`src/rtl/stack_pkg.sv`:
```
package stack_pkg;
  typedef enum logic [2:0] {
    SOP_NONE  = 3'd0,
    SOP_CALL  = 3'd1,
    SOP_RET   = 3'd2,
    SOP_PUSHR = 3'd3,
    SOP_PUSHA = 3'd4,
    SOP_POPR  = 3'd5,
    SOP_POPD  = 3'd6,
    SOP_SETSP = 3'd7
  } sop_e;

  typedef enum logic {ST_IDLE = 1'b0, ST_WAIT = 1'b1} sst_e;
endpackage

```
`src/rtl/stack_ptr_reg.sv`:
```
module stack_ptr_reg #(
  parameter int W = 16,
  parameter int STEP_BYTES = 4
) (
  input  logic         clk,
  input  logic         rst,
  input  logic         dec,
  input  logic         inc,
  input  logic         load,
  input  logic [W-1:0] load_val,
  output logic [W-1:0] sp
);
  localparam logic [W-1:0] STEP = W'(STEP_BYTES);

  always_ff @(posedge clk) begin
    if (rst)       sp <= '0;
    else if (load) sp <= load_val;
    else if (dec)  sp <= sp - STEP;
    else if (inc)  sp <= sp + STEP;
  end

  assert_one_update_R9: assert property (@(posedge clk) disable iff (rst)
    $onehot0({dec, inc, load}));
endmodule

```
`src/rtl/stack_mem_port.sv`:
```
module stack_mem_port #(
  parameter int W = 16
) (
  input  logic         clk,
  input  logic         rst,
  input  logic         start,
  input  logic         start_we,
  input  logic [W-1:0] start_addr,
  input  logic [W-1:0] start_wdata,
  input  logic         mem_ready,
  output logic         mem_req,
  output logic         mem_we,
  output logic [W-1:0] mem_addr,
  output logic [W-1:0] mem_wdata,
  output logic         complete
);
  always_ff @(posedge clk) begin
    if (rst) begin
      mem_req   <= 1'b0;
      mem_we    <= 1'b0;
      mem_addr  <= '0;
      mem_wdata <= '0;
    end else if (start) begin
      mem_req   <= 1'b1;
      mem_we    <= start_we;
      mem_addr  <= start_addr;
      mem_wdata <= start_wdata;
    end else if (mem_req && mem_ready) begin
      mem_req <= 1'b0;
    end
  end

  assign complete = mem_req & mem_ready;

  assert_req_hold_R10: assert property (@(posedge clk) disable iff (rst)
    (mem_req && !mem_ready) |=> (mem_req && $stable(mem_addr) && $stable(mem_we) && $stable(mem_wdata)));

  assert_no_restart_R9: assert property (@(posedge clk) disable iff (rst)
    start |-> !mem_req);
endmodule

```
`src/rtl/stack_sequencer.sv`:
```
module stack_sequencer
  import stack_pkg::*;
#(
  parameter int W = 16,
  parameter int STEP_BYTES = 4
) (
  input  logic         clk,
  input  logic         rst,
  input  logic         op_valid,
  input  logic [2:0]   op_code,
  input  logic [W-1:0] cur_pc,
  input  logic [W-1:0] target,
  input  logic [W-1:0] push_val,
  input  logic [W-1:0] eff_addr,
  input  logic [W-1:0] init_sp,
  output logic         busy,
  output logic         done,
  output logic [W-1:0] sp_out,
  output logic         pc_load,
  output logic [W-1:0] pc_out,
  output logic         pop_we,
  output logic [W-1:0] pop_data,
  output logic         mem_req,
  output logic         mem_we,
  output logic [W-1:0] mem_addr,
  output logic [W-1:0] mem_wdata,
  input  logic [W-1:0] mem_rdata,
  input  logic         mem_ready
);
  localparam logic [W-1:0] STEP = W'(STEP_BYTES);

  sst_e         state;
  sop_e         op_in, op_q;
  logic [W-1:0] tgt_q;
  logic         accept, complete;
  logic         sp_dec, sp_inc, sp_load;
  logic         m_start, m_we;
  logic [W-1:0] m_addr, m_wdata;

  assign op_in  = sop_e'(op_code);
  assign accept = op_valid && (state == ST_IDLE) && !rst;

  stack_ptr_reg #(.W(W), .STEP_BYTES(STEP_BYTES)) u_ptr (
    .clk(clk), .rst(rst), .dec(sp_dec), .inc(sp_inc), .load(sp_load),
    .load_val(init_sp), .sp(sp_out));

  stack_mem_port #(.W(W)) u_mem (
    .clk(clk), .rst(rst), .start(m_start), .start_we(m_we),
    .start_addr(m_addr), .start_wdata(m_wdata), .mem_ready(mem_ready),
    .mem_req(mem_req), .mem_we(mem_we), .mem_addr(mem_addr),
    .mem_wdata(mem_wdata), .complete(complete));

  always_comb begin
    sp_dec  = 1'b0;
    sp_inc  = 1'b0;
    sp_load = 1'b0;
    m_start = 1'b0;
    m_we    = 1'b0;
    m_addr  = sp_out;
    m_wdata = '0;
    if (accept) begin
      case (op_in)
        SOP_CALL:  begin sp_dec = 1'b1; m_start = 1'b1; m_we = 1'b1;
                         m_addr = sp_out - STEP; m_wdata = cur_pc; end
        SOP_PUSHR: begin sp_dec = 1'b1; m_start = 1'b1; m_we = 1'b1;
                         m_addr = sp_out - STEP; m_wdata = push_val; end
        SOP_PUSHA: begin sp_dec = 1'b1; m_start = 1'b1; m_we = 1'b1;
                         m_addr = sp_out - STEP; m_wdata = eff_addr; end
        SOP_RET, SOP_POPR: m_start = 1'b1;
        SOP_POPD:  sp_inc  = 1'b1;
        SOP_SETSP: sp_load = 1'b1;
        default: ;
      endcase
    end else if (state == ST_WAIT && complete && (op_q == SOP_RET || op_q == SOP_POPR)) begin
      sp_inc = 1'b1;
    end
  end

  always_ff @(posedge clk) begin
    if (rst) begin
      state    <= ST_IDLE;
      op_q     <= SOP_NONE;
      tgt_q    <= '0;
      busy     <= 1'b0;
      done     <= 1'b0;
      pc_load  <= 1'b0;
      pc_out   <= '0;
      pop_we   <= 1'b0;
      pop_data <= '0;
    end else begin
      done    <= 1'b0;
      pc_load <= 1'b0;
      pop_we  <= 1'b0;
      if (accept) begin
        op_q  <= op_in;
        tgt_q <= target;
        if (m_start) begin
          state <= ST_WAIT;
          busy  <= 1'b1;
        end else begin
          done <= 1'b1;
        end
      end else if (state == ST_WAIT && complete) begin
        state <= ST_IDLE;
        busy  <= 1'b0;
        done  <= 1'b1;
        case (op_q)
          SOP_CALL: begin pc_load <= 1'b1; pc_out <= tgt_q; end
          SOP_RET:  begin pc_load <= 1'b1; pc_out <= mem_rdata; end
          SOP_POPR: begin pop_we <= 1'b1; pop_data <= mem_rdata; end
          default: ;
        endcase
      end
    end
  end

  assert_call_predec_R3: assert property (@(posedge clk) disable iff (rst)
    (accept && op_in == SOP_CALL) |=> (sp_out == $past(sp_out) - STEP && mem_req && mem_we
      && mem_addr == sp_out && mem_wdata == $past(cur_pc)));

  assert_ret_read_R4: assert property (@(posedge clk) disable iff (rst)
    (accept && op_in == SOP_RET) |=> (mem_req && !mem_we && mem_addr == $past(sp_out)
      && sp_out == $past(sp_out)));

  assert_push_ea_R6: assert property (@(posedge clk) disable iff (rst)
    (accept && op_in == SOP_PUSHA) |=> (mem_req && mem_we && mem_wdata == $past(eff_addr)));

  assert_drop_nomem_R8: assert property (@(posedge clk) disable iff (rst)
    (accept && op_in == SOP_POPD) |=> (!mem_req && done && !pop_we && sp_out == $past(sp_out) + STEP));

  assert_req_busy_R9: assert property (@(posedge clk) disable iff (rst)
    mem_req |-> busy);

  assert_done_free_R9: assert property (@(posedge clk) disable iff (rst)
    done |-> !busy);

  assert_pc_with_done_R3: assert property (@(posedge clk) disable iff (rst)
    (pc_load || pop_we) |-> done);
endmodule

```
`config.mk`:
```
export PLATFORM = sky130hd
export DESIGN_NAME = stack_sequencer
export DESIGN_NICKNAME = d
export VERILOG_FILES = /design/src/rtl/stack_pkg.sv /design/src/rtl/stack_ptr_reg.sv /design/src/rtl/stack_mem_port.sv /design/src/rtl/stack_sequencer.sv
export SDC_FILE = /design/constraint.sdc
export NUM_CORES = 1
export LEC_CHECK = 0
export CAP_MARGIN = 20
export CORE_MARGIN = 4
export CORE_UTILIZATION = 45
export DETAILED_ROUTE_END_ITERATION = 10
export GPL_TIMING_DRIVEN = 0
export PLACE_DENSITY = 0.81
export SYNTH_ARGS = -nofsm -noshare
export SYNTH_HDL_FRONTEND = slang
export SYNTH_SLANG_ARGS = --single-unit
```
`constraint.sdc`:
```
create_clock -name clk -period 3.5 [get_ports clk]
set_input_delay 0.7 -clock clk [delete_from_list [all_inputs] [get_ports clk]]
set_output_delay 0.7 -clock clk [all_outputs]
set_load 0.01 [all_outputs]
```
== Word level (Yosys, flattened, before mapping) ==
Index checks and enable logic that the tools add are counted.

* Flip-flop bits (word level): 105
* Latch bits: 0
* Bits in writable memories: 0
* Bits in read-only memories: 0
* Input bits: 103
* Word-level logic and storage cells: 75
* Memories kept: 0

* Add/sub/neg operators: 2
* $mul: 0
* Div/mod/pow operators: 0
* Order comparisons: 0
* Equality and inequality tests: 11
* Shift-type cells: 0
* Muxes and demuxes: 27
* Bitwise gates (word level): 4
* Reductions and logical operators: 18

{| class="wikitable"
|+ Operator list
! kind !! number
|-
| two-way mux 16 bit || 6
|-
| case mux 16 bit (3 select lines) || 1
|-
| case mux 16 bit (2 select lines) || 1
|-
| two-way mux 1 bit || 19
|-
| adder 16 x 3 -> 16 bit (second input constant) || 1
|-
| subtractor 16 x 3 -> 16 bit (second input constant) || 1
|-
| equality test 3 bit (second input constant) || 5
|-
| equality test 3 x 2 -> 1 bit (second input constant) || 3
|-
| equality test 3 x 1 -> 1 bit (second input constant) || 2
|-
| AND reduction 3 bit || 2
|-
| nonzero test 2 bit || 3
|-
| OR reduction 3 bit || 2
|-
| logical AND 1 bit || 5
|-
| OR reduction 5 bit || 1
|-
| inverter 1 bit || 3
|-
| nonzero test 3 bit || 1
|-
| != test 2 x 1 -> 1 bit (second input constant) || 1
|-
| AND reduction 2 bit || 1
|-
| OR reduction 2 bit || 1
|-
| bitwise AND 1 bit || 1
|-
| zero test 1 bit || 1
|-
| logical OR 1 bit || 1
|}

== Longest topological paths before layout ==
Gate-level depths: netlist (run 1).

* Depth after elaboration: 8
* Depth in mapped cells: 9

== Cells and area by module ==
A second synthesis (run 1) with hierarchy kept.

* Cell total of the unflattened synthesis: 630
* Area, all modules: 5,430.2 µm²

{| class="wikitable"
|+ Modules (own cells, without submodules)
! module !! times used !! cells an instance !! area each (µm²)
|-
| stack_sequencer || 1 || 348 || 2,832.7
|-
| stack_ptr_reg || 1 || 170 || 1,352.5
|-
| stack_mem_port || 1 || 112 || 1,244.9
|}

== Least setup slack after synthesis (run 1) ==
No wires, ideal clock.

* Kind: reg2reg
* From: reg u_ptr.sp[2]
* To: reg u_ptr.sp[10]
* Library setup time: 0.074 ns
* Arrival: 2.446 ns
* Required time: 3.426 ns
* Path slack: 0.980 ns
* Cell stages (with the launch flop): 10
* Path through: dfxtp_1 > clkbuf_1 > inv_1 > ha_1 > or4b_1 > buf_2 > or3_1 > mux2_2 > or4_1 > a31oi_1

* Longest elaborated chain between the ends: 4
* Elaborated cells on any way between the ends: 5
* Classes of those cells: 2 x add/sub; 3 x mux

{| class="wikitable"
|+ Ends and longest elaborated chain
! what !! RTL line !! source
|-
| start, declared || stack_ptr_reg.sv:11 || <nowiki>output logic [W-1:0] sp</nowiki>
|-
| start signal, assigned || stack_ptr_reg.sv:17 || <nowiki>else if (load) sp <= load_val;</nowiki>
|-
| start signal, assigned || stack_ptr_reg.sv:18 || <nowiki>else if (dec) sp <= sp - STEP;</nowiki>
|-
| start signal, assigned || stack_ptr_reg.sv:19 || <nowiki>else if (inc) sp <= sp + STEP;</nowiki>
|-
| adder 16 x 3 -> 16 bit || stack_ptr_reg.sv:19 ||
|-
| two-way mux 16 bit || stack_ptr_reg.sv:19 ||
|-
| two-way mux 16 bit (*) || stack_ptr_reg.sv:18 ||
|-
| two-way mux 16 bit (*) || stack_ptr_reg.sv:17 ||
|}

Mark *: on every way between the ends. The rest lies on a longest branch, timed or not. The select of a mux whose other input is x is not followed.
A chain may end at the register's enable or synchronous reset.

== Worst setup path in the final report (run 1) ==
* From: in rst
* To: reg u_ptr.sp[10]

* Longest elaborated chain between the ends: 5
* Elaborated cells on any way between the ends: 8
* Classes of those cells: 5 x mux; 3 x reduce/logical

{| class="wikitable"
|+ Ends and longest elaborated chain
! what !! RTL line !! source
|-
| start, declared || stack_sequencer.sv:8 || <nowiki>input logic rst,</nowiki>
|-
| zero test 1 bit || stack_sequencer.sv:41 || <nowiki>assign accept = op_valid && (state == ST_IDLE) && !rst;</nowiki>
|-
| logical AND 1 bit || stack_sequencer.sv:41 ||
|-
| two-way mux 1 bit || stack_sequencer.sv:61 || <nowiki>if (accept) begin</nowiki>
|-
| two-way mux 16 bit || stack_ptr_reg.sv:18 ||
|-
| two-way mux 16 bit || stack_ptr_reg.sv:17 ||
|}

Parallel ways exist; a longest one is shown, timed or not.

==> impl_metrics.tcl, run 1 <==
set metrics [dict create \
    slew_headroom_pct 49.1 \
    routed_via_density 5.56 \
    drive_above_1_share_pct 3.25 \
    placementRows 38 \
    hold_buffers 0 \
    io_pins 189 \
    end_kind "register" \
    insertion_delay_ns 0.37 \
    ys_ff_latch 105 \
    hold_viol 0 \
    grt_usage_pct 26.2 \
    critPathLaunchType "input port" \
    synth_seq_area_share_pct 41.9 \
    synthArstFlopShare_pct 0 \
    cts_root_buffer "clkbuf_8" \
    dpl_cell_area_mm2 0.00706 \
    r2r-start "u_ptr.sp[2]" \
    synth_top_area_cell "dfxtp_1" \
    drt-met1-wl_um 7190 \
    grt_pass1_wl_um 27200 \
    wl_met3_um 1150 \
    p_per_area_mw_per_mm2 344 \
    ctsResizeCount 0 \
    cp_max_fo 10 \
    antenna_found_initial 0 \
    tightest_slew_ns 0.764 \
    portBuffers 187 \
    slew_viol_final 0 \
    p_leak_nw 2.44 \
    synth_edf_count 0 \
    synth_area_mm2 0.00502 \
    drt_iter0_markers 354 \
    die_area_mm2 0.0129 \
    cts_sinks 105 \
    top_layer "met4" \
    syn_nets 733 \
    setup_viol 0 \
    gp_congestion 0.960 \
    timing.hold.ws_ns 0.460 \
    fin_tns_setup_ns 0 \
    syn_inst 628 \
    layout.nets 931 \
    chipWidth_um 114 \
    met2_length_um 8770 \
    skew_ns 0.0141 \
    coreArea_mm2 0.0109 \
    rr_endpoint "u_ptr.sp[8]" \
    fin_crit_sh_pct 92.7 \
    drc 0 \
    synth.top_cell.area_share_pct 41.9 \
    postLayoutCellArea_mm2 0.00725 \
    grt_remaining_overflow 0 \
    rrSetupSlack_ns 0.56 \
    rsz0062_at_grt "false" \
    hold_start "u_mem.mem_addr[0]" \
    ir_worst_vdd_v 0.000291 \
    die_y_um 114 \
    synth_cell_type_count 56 \
    clk_path_buf_depth 2 \
    ys.warnings.count 0 \
    maxCapViolations 0 \
    synth_area_leaders "dfxtp_1 42%, nand2_1 8.8%, mux2i_1 6.6%" \
    synthFlopType "dfxtp_1" \
    setup.worst_path.start "rst" \
    crit_arrival_ns 3.54 \
    antenna_cells 0 \
    grt_max_degree 20 \
    routedWlPerCell_um 17.9 \
    clk_pin_slew_ns 0.11 \
    synth_area_per_cell_um2 7.99 \
    ant_nets 0 \
    min_path_type "reg2reg" \
    dp_worst_setup_slack_ns -0.0364 \
    cts_buffers 9 \
    htreeDepth 3 \
    syn_to_final_growth_pct 44.6 \
    grt_pass1_vias 5331 \
    dpl.hpwl_um 13300 \
    crit_end "u_ptr.sp[10]" \
    worstPathRequired_ns 3.79 \
    status "completed" \
    post-cts-setup-buffers 0 \
    critPathKind "in2reg" \
    wirelength_um 17400 \
    fin_ws_ns 0.254 \
    fmax_mhz 308 \
    cts_tree "built" \
    rr_worst_depth 9 \
    start_util_pct 46.1 \
    post-route-min-period_ns 3.25 \
    firstDrtPassIters 5 \
    vias 5403 \
]
-- worst min-delay path by stage --
stage,endpoint,cells past startpoint
2_1_floorplan,tgt_q[0],2
3_3_place_gp,pop_data[7],2
3_5_place_dp,pop_data[14],2
4_1_cts,pop_data[14],2
5_1_grt,pop_data[5],2
6_report,u_mem.mem_addr[0],2
-- where the power goes --
part | total (mW) | leakage [nW] | internal [mW] | switching, mW
Sequential | 1.27 | 0.853 | 1.24 | 0.0308
Combinational | 0.493 | 1.49 | 0.249 | 0.245
Clock | 0.736 | 0.0922 | 0.277 | 0.459
Total | 2.50 | 2.44 | 1.76 | 0.734
-- state kept, by name, summed over array words and instances (netlist names), 3 cells and up --
signal and cells:
op_q 3, pc_out 16, pop_data 16, tgt_q 16, u_mem.mem_addr 16, u_mem.mem_wdata 16
u_ptr.sp 16
-- layout by cell type, fill, tap and decap left out, types with 4 or more instances in the layout --
cell	instances
or3_1	5
nand2_1	117
nand3_1	10
or4_1	6
clkbuf_1	49
nor3_1	8
nand4_1	5
clkdlybuf4s50_1	187
buf_1	7
mux2i_1	33
a31oi_1	8
xor2_1	7
a22oi_1	20
inv_1	4
xnor2_1	9
nor2_1	59
nor4_1	4
buf_2	4
a21oi_1	39
a211oi_1	27
dfxtp_1	105
a311oi_1	4
o21ai_0	40
clkbuf_8	9
-- layout make-up --
type	instances	area, um^2
Inverter	4	15.0
Buffer	62	253
Fill cell	926	3630
Multi-Input combinational cell	457	2650
Tap cell	140	175
Timing Repair Buffer	187	1870
Clock inverter	6	61.3
Sequential cell	105	2100
Clock buffer	10	128
-- metal layers --
| metal | vias up | track usage, % |
|---|---|---|
| met2 | 203 | 46.2 |
| li1 | 2613 | - |
| met3 | 21 | 5.15 |
| met1 | 2566 | 32.6 |
| met4 | 0 | 7.21 |
| met5 | - | 0 |
-- worst max-delay path: stages --
cell and delay, ns:
clkdlybuf4s50_1 0.47, or3b_1 0.36, clkbuf_1 0.22, nor2_1 0.38, clkbuf_1 0.51, clkbuf_1 0.51, a22oi_1 0.18, a31oi_1 0.21
-- cell families after synthesis --
family / count (synthesis) / synth area share, %
xor+xnor: 16 / 2.79
compound gates: 163 / 20.8
mux: 35 / 7.03
buf+inv: 66 / 5.34
fa+ha+maj: 2 / 0.499
flops: 105 / 41.9
simple gates: 241 / 21.6
-- metrics by stage --
stage | power, mW | util (%) | std cells
6_report | 2.50 | 66.6 | 971
5_1_grt | 2.60 | 66.6 | 971
4_1_cts | 2.51 | 66.6 | 971
3_5_place_dp | 1.78 | 64.9 | 955
3_3_place_gp | 1.77 | 64.9 | 955
2_1_floorplan | 1.53 | - | 628
-- synthesized netlist by cell type (all sizes together) (3+ instances only) --
cell type,instances
nor3,9
or4,6
a211oi,27
nand3,10
xnor2,9
or2,3
o211ai,3
dfxtp,105
a21oi,39
nand2,117
o21ai,41
nor4,4
clkbuf,48
inv,4
xor2,7
nand2b,3
and2,3
a311oi,4
a22oi,20
nor3b,3
nand3b,3
and4,3
a31oi,8
o221ai,3
or3,5
nor2,59
mux2i,33
nand4,5
buf,14
Note: power is estimated with default switching activity, not from simulation.
==> run 2, diff against run 1 <==
--- a/config.mk
+++ b/config.mk
@@ -8,6 +8,7 @@
 export CAP_MARGIN = 20
 export CORE_MARGIN = 4
 export CORE_UTILIZATION = 45
+export CTS_CLUSTER_DIAMETER = 60
 export DETAILED_ROUTE_END_ITERATION = 10
 export GPL_TIMING_DRIVEN = 0
 export PLACE_DENSITY = 0.81
==> constraint.sdc (replaced) <==
create_clock -name clk -period 3.4 [get_ports clk]
set_input_delay 0.68 -clock clk [delete_from_list [all_inputs] [get_ports clk]]
set_output_delay 0.68 -clock clk [all_outputs]
set_load 0.01 [all_outputs]
==> impl_metrics.tcl, run 2 (synthesis gave the netlist of run 1 again) <==
set metrics [dict create \
    status "completed" \
    slew_viol_final 0 \
    critPathKind "in2reg" \
    clk_path_buf_depth 2 \
    end_kind "register" \
    dpl.hpwl_um 13300 \
    worstPathRequired_ns 3.69 \
    portBuffers 187 \
    drc 0 \
    combinationalPowerShare_pct 19.8 \
    wirelength_um 17300 \
    grt_remaining_overflow 0 \
    ant_nets 0 \
    routed_via_density 5.61 \
    setup_viol 0 \
    die_y_um 114 \
    drive_above_1_share_pct 3.37 \
    slew_headroom_pct 49.1 \
    fin_crit_sh_pct 89.1 \
    crit_arrival_ns 3.32 \
    routedWlPerCell_um 17.8 \
    cts_sinks 105 \
    insertion_delay_ns 0.37 \
    cts_tree "built" \
    internal_power_mw 1.81 \
    htreeDepth 3 \
    power_frac_clock_pct 29.5 \
    cts_root_buffer "clkbuf_8" \
    tightest_slew_ns 0.764 \
    hold_buffers 0 \
    timing.hold.ws_ns 0.460 \
    ir_worst_vdd_v 0.000300 \
    grt_pass1_wl_um 27200 \
    antenna_found_initial 0 \
    drt_iter0_markers 350 \
    p_per_area_mw_per_mm2 354 \
    placementRows 38 \
    firstDrtPassIters 5 \
    gp_congestion 0.960 \
    min_path_cells 2 \
    die_area_mm2 0.0129 \
    layout_commonest_cell "clkdlybuf4s50_1" \
    io_pins 189 \
    layout_common_cells "187 x clkdlybuf4s50_1, 117 x nand2_1, 105 x dfxtp_1" \
    fin_tns_setup_ns 0 \
    seq_power_share_pct 50.7 \
    layout.nets 931 \
    grt_usage_pct 26.2 \
    syn_to_final_growth_pct 44.6 \
    sw_frac_of_total_pct 29.4 \
    chipWidth_um 114 \
    power_switching_mw 0.756 \
    maxCapViolations 0 \
    antenna_cells 0 \
    clk_pin_slew_ns 0.11 \
    critPathLaunchType "input port" \
    fmax_mhz 330 \
    cp_max_fo 10 \
    coreArea_mm2 0.0109 \
    rsz0062_at_grt "false" \
    post-route-min-period_ns 3.03 \
    hold_viol 0 \
    start_util_pct 46.1 \
    skew_ns 0.0149 \
    grt_max_degree 20 \
    grt_pass1_vias 5331 \
    min_path_type "reg2reg" \
    p_leak_nw 2.44 \
    cts_buffers 9 \
    vias 5447 \
    rr_worst_depth 9 \
]
## run 2: worst max-delay path, cell delays in order
cell and delay [ns]:
clkdlybuf4s50_1 0.47, or3b_1 0.36, clkbuf_1 0.22, nor2_1 0.37
clkbuf_1 0.50, clkbuf_2 0.38, a22oi_1 0.13, a31oi_1 0.20
## run 2: worst paths after layout
check                         start                 to  slack [ns]
setup / recovery                rst       u_ptr.sp[10]        0.37
hold / removal    u_mem.mem_addr[0]  u_mem.mem_addr[0]        0.46
setup reg to reg        u_ptr.sp[2]        u_ptr.sp[8]        0.49
hold reg to reg   u_mem.mem_addr[0]  u_mem.mem_addr[0]        0.46
## run 2: final cells by class
class                           count  area [um^2]
Multi-Input combinational cell    457         2650
Fill cell                         928         3630
Timing Repair Buffer              187         1870
Buffer                             62          254
Clock inverter                      6         61.3
Clock buffer                       10          128
Inverter                            4         15.0
Tap cell                          140          175
Sequential cell                   105         2100
## run 2: repair_timing
item,in CTS,in global routing
endpoints found under the setup margin,0,1
buffers inserted,0,0
resized for setup,0,2
## run 2: power by group through the flow
stage	logic [mW]	clock network, mW	registers [mW]
floorplan	0.241	0	1.34
global placement	0.494	0	1.33
detailed placement	0.501	0	1.33
CTS	0.505	0.772	1.30
global route	0.552	0.818	1.31
finish	0.508	0.758	1.30
## run 2: through the flow
stage	instances	instance area, um^2	util, %	worst slack, ns	total power [mW]
2_1_floorplan	628	5020	-	0.880	1.58
3_3_place_gp	955	7060	64.9	-0.132	1.82
3_5_place_dp	955	7060	64.9	-0.116	1.83
4_1_cts	971	7250	66.6	0.251	2.58
5_1_grt	971	7250	66.6	0.195	2.68
6_report	971	7250	66.6	0.371	2.57
## run 2: routing by layer
metal  global-route usage, %  wire [um]
met2                    46.2       8760
met1                    32.6       7100
met5                       0          0
met4                    7.21        244
met3                    5.15       1220
==> run 3, diff against run 2 <==
--- a/config.mk
+++ b/config.mk
@@ -7,11 +7,12 @@
 export LEC_CHECK = 0
 export CAP_MARGIN = 20
 export CORE_MARGIN = 4
-export CORE_UTILIZATION = 45
+export CORE_UTILIZATION = 46
+export CTS_BUF_LIST = sky130_fd_sc_hd__clkbuf_8
 export CTS_CLUSTER_DIAMETER = 60
 export DETAILED_ROUTE_END_ITERATION = 10
 export GPL_TIMING_DRIVEN = 0
-export PLACE_DENSITY = 0.81
+export PLACE_DENSITY = 0.83
 export SYNTH_ARGS = -nofsm -noshare
 export SYNTH_HDL_FRONTEND = slang
 export SYNTH_SLANG_ARGS = --single-unit
==> impl_metrics.tcl, run 3 (synthesis gave the netlist of run 1 again) <==
set metrics [dict create \
    status "completed" \
    critPathLaunchType "input port" \
    rr_worst_depth 9 \
    placementRows 37 \
    cp_slowest_stage_delay_ns 0.51 \
    skew_ns 0.0190 \
    ctsResizeCount 0 \
    crit_family "buffers and inverters" \
    slew_headroom_pct 44.2 \
    fin_cells 967 \
    grt_max_degree 20 \
    whs_endpoint "pop_data[4]" \
    wirelength_um 18000 \
    vias 5472 \
    grt_pass1_wl_um 28200 \
    drt_iter0_markers 477 \
    grt_remaining_overflow 0 \
    cp_max_fo 10 \
    critPathKind "in2reg" \
    p_per_area_mw_per_mm2 356 \
    htreeDepth 3 \
    firstDrtPassIters 5 \
    dp.cells 951 \
    post-cts-setup-buffers 0 \
    rsz0062_at_grt "false" \
    cts_sinks 105 \
    end_kind "register" \
    finalCoreUtilization_pct 69.3 \
    critPathSlowestCell "clkdlybuf4s50_1" \
    min_path_type "reg2reg" \
    worstPathRequired_ns 3.67 \
    routed_via_density 5.66 \
    routedWlPerCell_um 18.6 \
    chipWidth_um 112 \
    layout.nets 931 \
    maxCapViolations 0 \
    cts_root_buffer "clkbuf_8" \
    fmax_mhz 326 \
    worst-path-buf-inv 4 \
    slew_viol_final 0 \
    die_area_mm2 0.0126 \
    grt_pass1_vias 5536 \
    io_pins 189 \
    layout_common_cells "187 x clkdlybuf4s50_1, 117 x nand2_1, 105 x dfxtp_1" \
    post-route-min-period_ns 3.07 \
    p_leak_nw 2.45 \
    antenna_cells 0 \
    die_y_um 112 \
    rr_endpoint "u_ptr.sp[10]" \
    gp_congestion 0.949 \
    cp_common_cell "buf_2" \
    cts_buffers 9 \
    fin_tns_setup_ns 0 \
    syn_to_final_growth_pct 44.5 \
    r2r-start "u_ptr.sp[2]" \
    rrSetupSlack_ns 0.63 \
    cp_cell_sequence "clkdlybuf4s50_1, buf_2, or3b_1, a21oi_1, buf_2, buf_1, nand2_1, a211oi_1" \
    clk_path_buf_depth 2 \
    insertion_delay_ns 0.37 \
    start_util_pct 48.0 \
    hold_buffers 0 \
    crit_arrival_ns 3.34 \
    grt_usage_pct 27.7 \
    drc 0 \
    tightest_slew_ns 0.834 \
    antenna_found_initial 0 \
    coreArea_mm2 0.0105 \
    clk_pin_slew_ns 0.12 \
    layout_commonest_cell "clkdlybuf4s50_1" \
    setup_viol 0 \
    cts_tree "built" \
    hold_viol 0 \
    fin_crit_sh_pct 90.2 \
    hold_start "pop_data[4]" \
    dpl.hpwl_um 14100 \
    min_path_cells 2 \
    timing.hold.ws_ns 0.461 \
    ir_worst_vdd_v 0.000298 \
    drive_above_1_share_pct 3.25 \
    portBuffers 187 \
    ant_nets 0 \
]
-- run 3: worst max path at each step --
stage,start,endpoint,slack (ns),cells after the start
finish,op_code[2],u_mem.mem_addr[15],0.33,8
global route,op_code[2],u_mem.mem_addr[15],0.08,8
CTS,op_code[2],u_mem.mem_addr[15],0.35,8
detailed placement,op_code[2],u_mem.mem_addr[15],-0.03,8
global placement,rst,u_ptr.sp[13],-0.05,8
floorplan,u_ptr.sp[2],u_ptr.sp[10],0.88,9
-- run 3: metrics by stage --
step           worst slack, ns  total power [mW]  cell area [um^2]
2_1_floorplan            0.880              1.58              5020
3_3_place_gp           -0.0498              1.83              7060
3_5_place_dp           -0.0343              1.84              7060
4_1_cts                  0.347              2.57              7250
5_1_grt                 0.0835              2.68              7250
6_report                 0.333              2.58              7250
-- run 3: worst reg2reg max path, stage by stage, from the launching register on --
cell and delay (ns):
dfxtp_1 0.34, clkbuf_1 0.21, inv_1 0.15, ha_1 0.23
or4b_1 0.44, buf_2 0.18, or3_1 0.35, mux2_2 0.28
or4_1 0.39, a31oi_1 0.13
-- run 3: area by class of cell --
| class | instances | area [um^2] |
|---|---|---|
| Fill cell | 861 | 3210 |
| Multi-Input combinational cell | 457 | 2650 |
| Sequential cell | 105 | 2100 |
| Timing Repair Buffer | 187 | 1870 |
| Buffer | 62 | 253 |
| Tap cell | 136 | 170 |
| Clock buffer | 9 | 124 |
| Clock inverter | 7 | 66.3 |
| Inverter | 4 | 15.0 |
-- run 3: power by group --
part	internal [mW]	switching (mW)	leakage, nW	total, mW
combinational	0.256	0.258	1.49	0.514
sequential	1.27	0.0321	0.853	1.30
clock	0.283	0.476	0.0999	0.759
total	1.81	0.766	2.45	2.58
-- run 3: metal layers --
metal / vias up / wire, um / GRT usage [%]
met3: 36 / 1520 / 6.79
met5: - / 0 / 0
met1: 2554 / 7440 / 34.2
met2: 268 / 8530 / 47.3
met4: 0 / 461 / 9.54
li1: 2614 / - / -
